### config.mk
export PLATFORM = sky130hd
export DESIGN_NAME = qline_tx_framer
export DESIGN_NICKNAME = d
export VERILOG_FILES = /design/src/rtl/qtx_pkg.sv /design/src/rtl/qtx_timebase.sv /design/src/rtl/qtx_payload.sv /design/src/rtl/qtx_scrambler.sv /design/src/rtl/qline_tx_framer.sv
export SDC_FILE = /design/constraint.sdc
export NUM_CORES = 1
export LEC_CHECK = 0
export ABC_AREA = 1
export CORE_MARGIN = 2
export CORE_UTILIZATION = 45
export CTS_BUF_LIST = sky130_fd_sc_hd__clkbuf_8
export DETAILED_ROUTE_END_ITERATION = 10
export PLACE_DENSITY_LB_ADDON = 0.2
export SLEW_MARGIN = 30
export SYNTH_ARGS = -nofsm -noshare
export SYNTH_HDL_FRONTEND = slang
export SYNTH_SLANG_ARGS = --single-unit
### constraint.sdc
create_clock -name clk -period 1.96 [get_ports clk]
set_clock_uncertainty 0.2 [all_clocks]
set_input_delay 0.392 -clock clk [delete_from_list [all_inputs] [get_ports clk]]
set_output_delay 0.392 -clock clk [all_outputs]
set_load 0.02 [all_outputs]
### src/rtl/qtx_pkg.sv
package qtx_pkg;
  typedef logic [1:0] qcode_t;

  localparam qcode_t Q_P3 = 2'b01;
  localparam qcode_t Q_P1 = 2'b00;
  localparam qcode_t Q_M1 = 2'b11;
  localparam qcode_t Q_M3 = 2'b10;

  localparam int SYNC_SYMS = 9;
  // sign of each sync symbol, symbol 0 in the top bit (1 = +3)
  localparam logic [8:0] SYNC_SIGNS = 9'b110001011;

  // sign bit first, magnitude bit second
  function automatic qcode_t map_pair(input logic sgn, input logic mag);
    return {~sgn, sgn ^ mag};
  endfunction

  function automatic qcode_t sync_code(input logic [3:0] idx, input logic inv);
    logic s;
    s = SYNC_SIGNS[4'd8 - idx] ^ inv;
    return s ? Q_P3 : Q_M3;
  endfunction
endpackage

### src/rtl/qtx_timebase.sv
module qtx_timebase #(
  parameter int SYM_DIV    = 4,
  parameter int FRAME_SYMS = 120,
  parameter int SF_FRAMES  = 12,
  localparam int DIV_W = $clog2(SYM_DIV),
  localparam int POS_W = $clog2(FRAME_SYMS),
  localparam int FR_W  = $clog2(SF_FRAMES)
) (
  input  logic             clk,
  input  logic             rst_n,
  output logic             tick,
  output logic [POS_W-1:0] pos,
  output logic [FR_W-1:0]  frame
);
  localparam logic [DIV_W-1:0] DIV_LAST = DIV_W'(SYM_DIV - 1);
  localparam logic [POS_W-1:0] POS_LAST = POS_W'(FRAME_SYMS - 1);
  localparam logic [FR_W-1:0]  FR_LAST  = FR_W'(SF_FRAMES - 1);

  logic [DIV_W-1:0] div_q;
  logic             pos_wrap;

  assign tick     = (div_q == DIV_LAST);
  assign pos_wrap = (pos == POS_LAST);

  always_ff @(posedge clk) begin
    if (!rst_n) begin
      div_q <= '0;
      pos   <= '0;
      frame <= '0;
    end else begin
      div_q <= tick ? '0 : div_q + 1'b1;
      if (tick) begin
        pos <= pos_wrap ? '0 : pos + 1'b1;
        if (pos_wrap) frame <= (frame == FR_LAST) ? '0 : frame + 1'b1;
      end
    end
  end


  frame_wrap_chk: assert property (@(posedge clk) disable iff (!rst_n)
    (tick && pos_wrap) |=> (pos == '0));

  sf_wrap_chk: assert property (@(posedge clk) disable iff (!rst_n)
    (tick && pos_wrap && frame == FR_LAST) |=> (frame == '0));
endmodule

### src/rtl/qtx_payload.sv
module qtx_payload #(
  parameter int FRAME_SYMS = 120,
  parameter int CH_W       = 8,
  parameter int D_W        = 2,
  parameter int OH_BITS    = 6,
  localparam int POS_W     = $clog2(FRAME_SYMS),
  localparam int GRP_BITS  = 2 * CH_W + D_W,
  localparam int GRP_SYMS  = GRP_BITS / 2,
  localparam int GS_W      = $clog2(GRP_SYMS)
) (
  input  logic               clk,
  input  logic               rst_n,
  input  logic               tick,
  input  logic [POS_W-1:0]   pos,
  input  logic               sync_ok,
  input  logic [CH_W-1:0]    b1_in,
  input  logic [CH_W-1:0]    b2_in,
  input  logic [D_W-1:0]     d_in,
  input  logic [OH_BITS-1:0] oh_in,
  output logic               grp_take,
  output logic [1:0]         pair
);
  localparam logic [POS_W-1:0] PAY_FIRST = POS_W'(qtx_pkg::SYNC_SYMS);
  localparam logic [POS_W-1:0] OH_FIRST  = POS_W'(FRAME_SYMS - OH_BITS / 2);
  localparam logic [GS_W-1:0]  GS_LAST   = GS_W'(GRP_SYMS - 1);

  logic [GS_W-1:0]     gsub;
  logic [GRP_BITS-1:0] grp_q;
  logic [GRP_BITS-1:0] gated;
  logic [OH_BITS-1:0]  oh_q;
  logic                in_pay;
  logic                in_oh;
  logic                oh_start;

  assign in_pay   = (pos >= PAY_FIRST) && (pos < OH_FIRST);
  assign in_oh    = (pos >= OH_FIRST);
  assign oh_start = tick && (pos == OH_FIRST);
  assign grp_take = tick && in_pay && (gsub == '0);
  assign gated    = sync_ok ? {b1_in, b2_in, d_in} : {GRP_BITS{1'b1}};

  always_comb begin
    if (grp_take)      pair = gated[GRP_BITS-1 -: 2];
    else if (oh_start) pair = oh_in[OH_BITS-1 -: 2];
    else if (in_oh)    pair = oh_q[OH_BITS-1 -: 2];
    else               pair = grp_q[GRP_BITS-1 -: 2];
  end

  always_ff @(posedge clk) begin
    if (!rst_n) begin
      gsub  <= '0;
      grp_q <= '0;
      oh_q  <= '0;
    end else if (tick) begin
      if (in_pay) gsub <= (gsub == GS_LAST) ? '0 : gsub + 1'b1;
      else        gsub <= '0;
      if (grp_take)    grp_q <= {gated[GRP_BITS-3:0], 2'b00};
      else if (in_pay) grp_q <= {grp_q[GRP_BITS-3:0], 2'b00};
      if (oh_start)    oh_q <= {oh_in[OH_BITS-3:0], 2'b00};
      else if (in_oh)  oh_q <= {oh_q[OH_BITS-3:0], 2'b00};
    end
  end


  gate_ones_chk: assert property (@(posedge clk) disable iff (!rst_n)
    (grp_take && !sync_ok) |=> (grp_q == {{(GRP_BITS-2){1'b1}}, 2'b00}));
endmodule

### src/rtl/qtx_scrambler.sv
module qtx_scrambler #(
  parameter int LEN    = 23,
  parameter int TAP_NT = 5,
  parameter int TAP_LT = 18
) (
  input  logic       clk,
  input  logic       rst_n,
  input  logic       adv,
  input  logic       mode_nt,
  input  logic [1:0] pair,
  output logic [1:0] spair
);
  logic [LEN-1:0] hist;
  logic [LEN-1:0] mid;
  logic [LEN-1:0] nxt;

  // hist[0] is the newest output bit
  function automatic logic scr_bit(input logic [LEN-1:0] h, input logic din,
                                   input logic nt);
    return din ^ (nt ? h[TAP_NT-1] : h[TAP_LT-1]) ^ h[LEN-1];
  endfunction

  always_comb begin
    spair[1] = scr_bit(hist, pair[1], mode_nt);
    mid      = {hist[LEN-2:0], spair[1]};
    spair[0] = scr_bit(mid, pair[0], mode_nt);
    nxt      = {mid[LEN-2:0], spair[0]};
  end

  always_ff @(posedge clk) begin
    if (!rst_n)   hist <= '0;
    else if (adv) hist <= nxt;
  end


  hist_hold_chk: assert property (@(posedge clk) disable iff (!rst_n)
    !adv |=> $stable(hist));
endmodule

### src/rtl/qline_tx_framer.sv
module qline_tx_framer #(
  parameter int SYM_DIV    = 4,
  parameter int FRAME_SYMS = 120,
  parameter int SF_FRAMES  = 12,
  parameter int CH_W       = 8,
  parameter int D_W        = 2,
  parameter int OH_BITS    = 6
) (
  input  logic               clk,
  input  logic               rst_n,
  input  logic               mode_nt,
  input  logic               sync_ok,
  input  logic [CH_W-1:0]    b1_in,
  input  logic [CH_W-1:0]    b2_in,
  input  logic [D_W-1:0]     d_in,
  input  logic [OH_BITS-1:0] oh_in,
  output logic               grp_take,
  output logic               sym_stb,
  output logic [1:0]         sym_code,
  output logic               sf_start
);
  import qtx_pkg::*;

  localparam int POS_W   = $clog2(FRAME_SYMS);
  localparam int FR_W    = $clog2(SF_FRAMES);
  localparam int SF_SYMS = FRAME_SYMS * SF_FRAMES;
  localparam int CNT_W   = $clog2(SF_SYMS + 1);
  localparam logic [POS_W-1:0] SYNC_END = POS_W'(SYNC_SYMS);

  logic             tick;
  logic [POS_W-1:0] pos;
  logic [FR_W-1:0]  frame;
  logic [1:0]       pair;
  logic [1:0]       spair;
  logic             is_sync;
  logic             scr_adv;
  qcode_t           code_nxt;
  logic             out_is_sync;

  qtx_timebase #(.SYM_DIV(SYM_DIV), .FRAME_SYMS(FRAME_SYMS), .SF_FRAMES(SF_FRAMES))
    u_tb (.clk(clk), .rst_n(rst_n), .tick(tick), .pos(pos), .frame(frame));

  qtx_payload #(.FRAME_SYMS(FRAME_SYMS), .CH_W(CH_W), .D_W(D_W), .OH_BITS(OH_BITS))
    u_pay (.clk(clk), .rst_n(rst_n), .tick(tick), .pos(pos), .sync_ok(sync_ok),
           .b1_in(b1_in), .b2_in(b2_in), .d_in(d_in), .oh_in(oh_in),
           .grp_take(grp_take), .pair(pair));

  qtx_scrambler u_scr (.clk(clk), .rst_n(rst_n), .adv(scr_adv), .mode_nt(mode_nt),
                       .pair(pair), .spair(spair));

  assign is_sync  = (pos < SYNC_END);
  assign scr_adv  = tick && !is_sync;
  assign code_nxt = is_sync ? sync_code(pos[3:0], frame == '0)
                            : map_pair(spair[1], spair[0]);

  always_ff @(posedge clk) begin
    if (!rst_n) begin
      sym_stb     <= 1'b0;
      sf_start    <= 1'b0;
      sym_code    <= '0;
      out_is_sync <= 1'b0;
    end else begin
      sym_stb  <= tick;
      sf_start <= tick && (pos == '0) && (frame == '0);
      if (tick) begin
        sym_code    <= code_nxt;
        out_is_sync <= is_sync;
      end
    end
  end

  // superframe spacing monitor for the checks below
  logic [CNT_W-1:0] sf_gap;
  logic             sf_seen;
  always_ff @(posedge clk) begin
    if (!rst_n) begin
      sf_gap  <= '0;
      sf_seen <= 1'b0;
    end else if (sym_stb) begin
      sf_gap <= sf_start ? CNT_W'(1) : sf_gap + 1'b1;
      if (sf_start) sf_seen <= 1'b1;
    end
  end


  stb_width_chk: assert property (@(posedge clk) disable iff (!rst_n)
    sym_stb |=> !sym_stb);

  sf_first_sym_chk: assert property (@(posedge clk) disable iff (!rst_n)
    sf_start |-> (sym_stb && sym_code == Q_M3));

  sf_period_chk: assert property (@(posedge clk) disable iff (!rst_n)
    (sf_start && sf_seen) |-> (sf_gap == CNT_W'(SF_SYMS)));

  sync_level_chk: assert property (@(posedge clk) disable iff (!rst_n)
    (sym_stb && out_is_sync) |-> (sym_code == Q_P3 || sym_code == Q_M3));
endmodule

* Word level (Yosys, flattened, before mapping) *
Memories as Yosys holds them, arrays and structs flattened.
Index checks and enable logic that the tools add are counted.

storage, ports and cells
  flip-flop bits (word level) = 68
  bits in read-only memories = 16
  memories kept = 1
  bits of input ports = 28
  word-level logic and storage cells = 68
  output and inout bits = 5

operators by class
  $lt $le $gt $ge = 5
  bitwise gates (word level) = 8
  $add $sub $neg = 5
  multiplexer cells = 17
  eq/ne operators = 5
  reductions and logical operators = 17

memory list
  name              depth  bits a word  read ports  clocked after memory_dff  wr ports  line           source
  (name not given)  16     1            1           0                         0         qtx_pkg.sv:20  s = SYNC_SIGNS[4'd8 - idx] ^ inv;

operators by type and width
  operator             number
  $mux 18              3
  $eq 7x7->1 const B   2
  $mux 4               3
  $mux 6               2
  $mux 2               5
  $add 4x1->4 const B  2
  $eq 4x4->1 const B   2
  $logic_not 4->1      2
  $add 7x1->7 const B  1
  $ge 7x4->1 const B   1
  $ge 7x7->1 const B   1
  $logic_and 1x1->1    7
  $logic_not 7->1      1
  $lt 7x4->1 const B   1
  $lt 7x7->1 const B   1
  $mux 7               1
  $reduce_and 2->1     3
  $xor 1x1->1          6
  $lt 4x5->1 const B   1
  $reduce_bool 2->1    2
  $sub 4x4->4 const A  1
  $mux 1               3
  $add 2x1->2 const B  1
  $eq 2x2->1 const B   1
  other kinds (3)      4

* Longest topological paths before layout *
  depth in word-level cells = 9
  depth in mapped cells = 16
  gate-level depth less buffers = 16

* By module *
A second synthesis with hierarchy kept.

unflattened totals
  cells, all modules = 467
  area total of the unflattened synthesis = 3193.1 um2

modules (own cells, without submodules)
  module           area each (um2)  instances  cells an instance  sequential area each (um2)
  qtx_payload      1382.6           1          207                480.5
  qtx_scrambler    899.6            1          126                460.4
  qtx_timebase     641.9            1          90                 260.2
  qline_tx_framer  269.0            1          44                 80.1

* Worst setup path before layout *
OpenSTA, ideal clock, no wires.

  kind = reg-to-reg
  start point = reg u_tb.pos[1]
  end point = reg sym_code[0]
  buffers on the path = 0
  stages on the path, launching flop included = 15
  required time = 1.648 ns
  setup time = 0.112 ns
  clock period less this slack = 1.861 ns
  setup slack = 0.099 ns
  data arrival time = 1.549 ns
  cells stage by stage = dfxtp_1 inv_1 ha_1 inv_1 nor2_2 nand3_2 or2_0 nand3_2 nand2_1 nand2_1 nand2_1 nand2_1 nand3_1 nand2_1 nand2_1

between the ends
  word-level cells in the longest chain between the ends = 9
  elaborated cells between the ends (all ways) = 23
  classes of those cells = add/sub: 1; order compare: 4; eq/ne: 1; mux: 6; bitwise: 6; reduce/logical: 4; memory: 1

ends and longest elaborated chain
  item                                                 line                   source
  start: declaration                                   qtx_timebase.sv:12     output logic [POS_W-1:0] pos,
  start signal: assignment                             qtx_timebase.sv:33     pos <= pos_wrap ? '0 : pos + 1'b1;
  branches (longest 8 deep; another with $sub 4x4->4)  n/a
  $mux 2 *                                             qline_tx_framer.sv:53  assign code_nxt = is_sync ? sync_code(pos[3:0], frame == '0)
  end signal: assignment                               qline_tx_framer.sv:66  sym_code <= code_nxt;
  end: declaration                                     qline_tx_framer.sv:19  output logic [1:0] sym_code,

Mark *: on every way between the ends. The select of a mux whose other input is x is not followed.
A chain may end at the register's enable or synchronous reset.

* Worst setup path after layout *
  start point = reg u_pay.gsub[0]
  end point = out grp_take

between the ends
  word-level cells in the longest chain between the ends = 2

ends and longest elaborated chain
  item                      line                   source
  start: declaration        qtx_payload.sv:27      logic [GS_W-1:0] gsub;
  start signal: assignment  qtx_payload.sv:54      if (in_pay) gsub <= (gsub == GS_LAST) ? '0 : gsub + 1'b1;
  $logic_not 4->1           qtx_payload.sv:38      assign grp_take = tick && in_pay && (gsub == '0);
  $logic_and 1x1->1         qtx_payload.sv:38
  end: declaration          qline_tx_framer.sv:17  output logic grp_take,

Every way passes these cells.

==> reports/qor.txt <==
WS Path Type -> register to primary output
Nets -> 515
Synth area leaders -> dfxtp_1 43%, o21ai_0 12%, nand2_1 6.6%
Via-to-Cell Ratio -> 5.009
Total grt overflow -> 0
CP max-delay cell -> dfxtp_1
CP Launch Type -> register
Sink Count -> 64
Most common cell in the synthesized netlist -> o21ai_0
Simple-Gate Fraction of Synth Area -> 22.44%
Core Area -> 6422 µm²
Cell-by-cell trace of the critical path -> inv_2 > ha_4 > inv_2 > nor3_4 > nand4_4 > inv_2 > buf_6
Compound-Gate Fraction of Synth Area -> 20.16%
Top cell type's share of synthesized area -> 42.56%
H-tree depth -> 3
Syn_area_per_cell -> 7.254 µm²
Hold_sp -> u_tb.div_q[0]
FF+latch count, synth -> 64
Async S/R FF share, synth -> 0%
Cells after Synth -> 415
Hold path depth -> 1
Root Buffer -> clkbuf_8
Top post-synthesis cells by count -> 74 x o21ai_0, 64 x dfxtp_1, 53 x nand2_1, 51 x nor2_1, 48 x inv_1
Reg clk slew, reported paths -> 0.07 ns
Maximum VDD drop -> 0.5046 mV
Number of global-route vias before repair -> 2551
Synth Area in XOR/XNOR -> 2.328%
Pwr Density -> 642.2 nW/µm²
Worst Tran Pin Value -> 0.2961 ns
Synth warn -> 0
Critical path's most frequent cell -> inv_2
Port Buffers -> 32
Pins Over Slew Limit -> 0
DRC -> 0
Sw Pwr -> 608.9 µW
Net switching fraction of the power -> 23.56%
Initial Util -> 46.87%
CTS tree -> built
Period Utilization, post-route -> 102.3%
Critical Path AT -> 1.41 ns
Synth Area in Adders -> 3.325%
DRT Wirelength -> 6844 µm
Reg power frac -> 50.7%
Most common flop cell mapped by yosys -> dfxtp_1
Final-report hold violation count -> 0
Clk pwr share -> 42.5%
Max-slew headroom -> 80.24%
CP max FO -> 2
Status -> finished, violations left
Synth area leader -> dfxtp_1
Post-synth EDFFs -> 0
Post-Synthesis Cell Area -> 3010 µm²
Worst-Skew Late Latency -> 0.35 ns
Max frequency -> 0.4987 GHz
Synthesized Nets -> 451
Dpl hpwl -> 4604 µm
Crit path time final -> 2.005 ns
Leak -> 0.001682 µW
Share of cells above drive strength 1 -> 21.90%
Int Pwr -> 1975 µW
Worst flop-to-flop path endpoint -> u_scr.hist[0]
Pin count of the biggest net entering global routing -> 33
Total CTS buffers -> 9
Area growth, synth to finish -> 33.67%
Number of diodes -> 0
Largest family of logic cells by synthesized area -> simple AND/OR/NAND/NOR gates
RSZ-0062 raised after global routing -> yes
R2R Path Start -> u_pay.gsub[0]
Failing checks -> negative setup slack
Max Root-Sink Buffers -> 2
Rows -> 29
Antenna-violating nets left -> 0
Layout Utilization -> 62.65%
Die Area -> 7360 µm²
Setup TNS -> -0.04537 ns
Die extent in y -> 85.79 µm
Sequential area share after synthesis -> 42.56%
GRT Total Usage -> 19.35%
Initial antenna violation count -> 0
Starting DRT DRC Count -> 153
DR pass1 iterations -> 6
Reg-to-reg slack, setup -> 0.05 ns
GPL Wtd Cong -> 0.7982
Worst Hold Path EP -> u_tb.div_q[0]
Largest stage delay, worst path -> 0.32 ns
Fin cells -> 561
DR vias -> 2810
R2R depth -> 13
Final setup margin -> -0.04537 ns
First-pass GRT wire length -> 11280 µm
Wire length per cell -> 12.20 µm
Required time at the worst-slack endpoint -> 1.37 ns
Mux share of post-synthesis cell area -> 0%
Worst Hold Class -> register to register
Max cap viols -> 0
Io pins -> 33
Total placed cells including tap cells -> 539
Die W -> 85.79 µm
Comb pwr share -> 6.8%
Post-synthesis cell type count -> 30
Finish-stage setup viols -> 1
CP Capture Type -> primary output
-- cells in the final DEF, fill, tap and decap left out, drive strengths merged --
master         instances
a211oi                 1
clkinvlp               2
nor3                   5
nor2                  55
buf                   41
clkbuf                 9
a31oi                  3
ha                     8
xor2                   5
clkinv                 3
nand3                 26
inv                   53
nand4                  5
or2                    3
nand2                 55
a21oi                 29
bufinv                 1
o21ai                 77
o41ai                  4
xnor2                  3
nor3b                  1
clkdlybuf4s50         31
dfxtp                 64
-- kinds of logic (layout without fill, tap and decap cells) --
logic type               Yosys count  count (layout)
AO/OA/AOI/OAI                    114             114
XOR/XNOR                           8               8
adder cells (fa/ha/maj)            8               8
buffers and inverters             71             140
flip-flops                        64              64
AND/OR/NAND/NOR                  150             150
-- what timing repair did --
action / CTS / global route
hold endpoints to repair: 0 / 0
resized for setup: 20 / 40
pin swaps: 4 / 12
setup endpoints to repair: 4 / 28
hold buffers: 0 / 0
buffers inserted: 1 / 6
-- power groups by stage --
| stage | Clock, µW | Sequential (µW) | Combinational [µW] |
|---|---|---|---|
| after floorplan | 0 | 1350 | 65.4 |
| after global placement | 0 | 1340 | 166 |
| after detailed placement | 0 | 1340 | 167 |
| after CTS | 1120 | 1310 | 169 |
| after global routing | 1180 | 1310 | 191 |
| final | 1100 | 1310 | 175 |
-- flip-flops by register name (all words and copies together), names as in the netlist, 2 cells and up --
| register | flops |
|---|---|
| u_pay.oh_q | 4 |
| u_pay.gsub | 4 |
| u_tb.div_q | 2 |
| u_pay.grp_q | 16 |
| u_tb.frame | 4 |
| sym_code | 2 |
| u_tb.pos | 7 |
| u_scr.hist | 23 |
-- worst max-delay path: cells and delay by family, from the launching register on --
family	cells	cell delay, ns
flip-flops	1	0.32
buffers and inverters	4	0.31
adder cells (fa/ha/maj)	1	0.14
AND/OR/NAND/NOR	2	0.28
-- worst max path at each step --
stage | from | to | slack (ns) | depth (start not counted)
floorplan | u_tb.pos[1] | sym_code[0] | 0.1 | 14
global placement | u_pay.gsub[1] | grp_take | -0.20 | 7
detailed placement | u_pay.gsub[1] | grp_take | -0.22 | 7
CTS | u_pay.gsub[1] | grp_take | -0.10 | 7
global route | u_pay.gsub[0] | grp_take | -0.13 | 7
finish | u_pay.gsub[0] | grp_take | -0.05 | 7
-- routing by layer --
metal	wire length [µm]	global-route usage, %	share of wire, %
met5	0	0	0
met4	81	6.926	1.2
met3	194	5.582	2.8
met2	3296	31.25	48
met1	3271	24.70	48
-- area by class of cell --
type	instances	area [µm²]
Sequential cell	64	1299
Fill cell	572	2399
Multi-Input combinational cell	280	1587
Clock buffer	9	123.9
Timing Repair Buffer	72	654.4
Clock inverter	7	63.81
Tap cell	77	96.34
Inverter	52	200.2
-- stage by stage --
stage	hold slack, ns	worst slack (ns)	instance area [µm²]	power, µW
global route	0.2447	-0.1278	4024	2680
CTS	0.2217	-0.1005	3857	2607
global placement	0.2086	-0.2034	3626	1510
detailed placement	0.2104	-0.2242	3626	1511
floorplan	0.1992	0.09857	3010	1413
finish	0.2269	-0.04537	4024	2584
(Power assumes the default switching activity.)
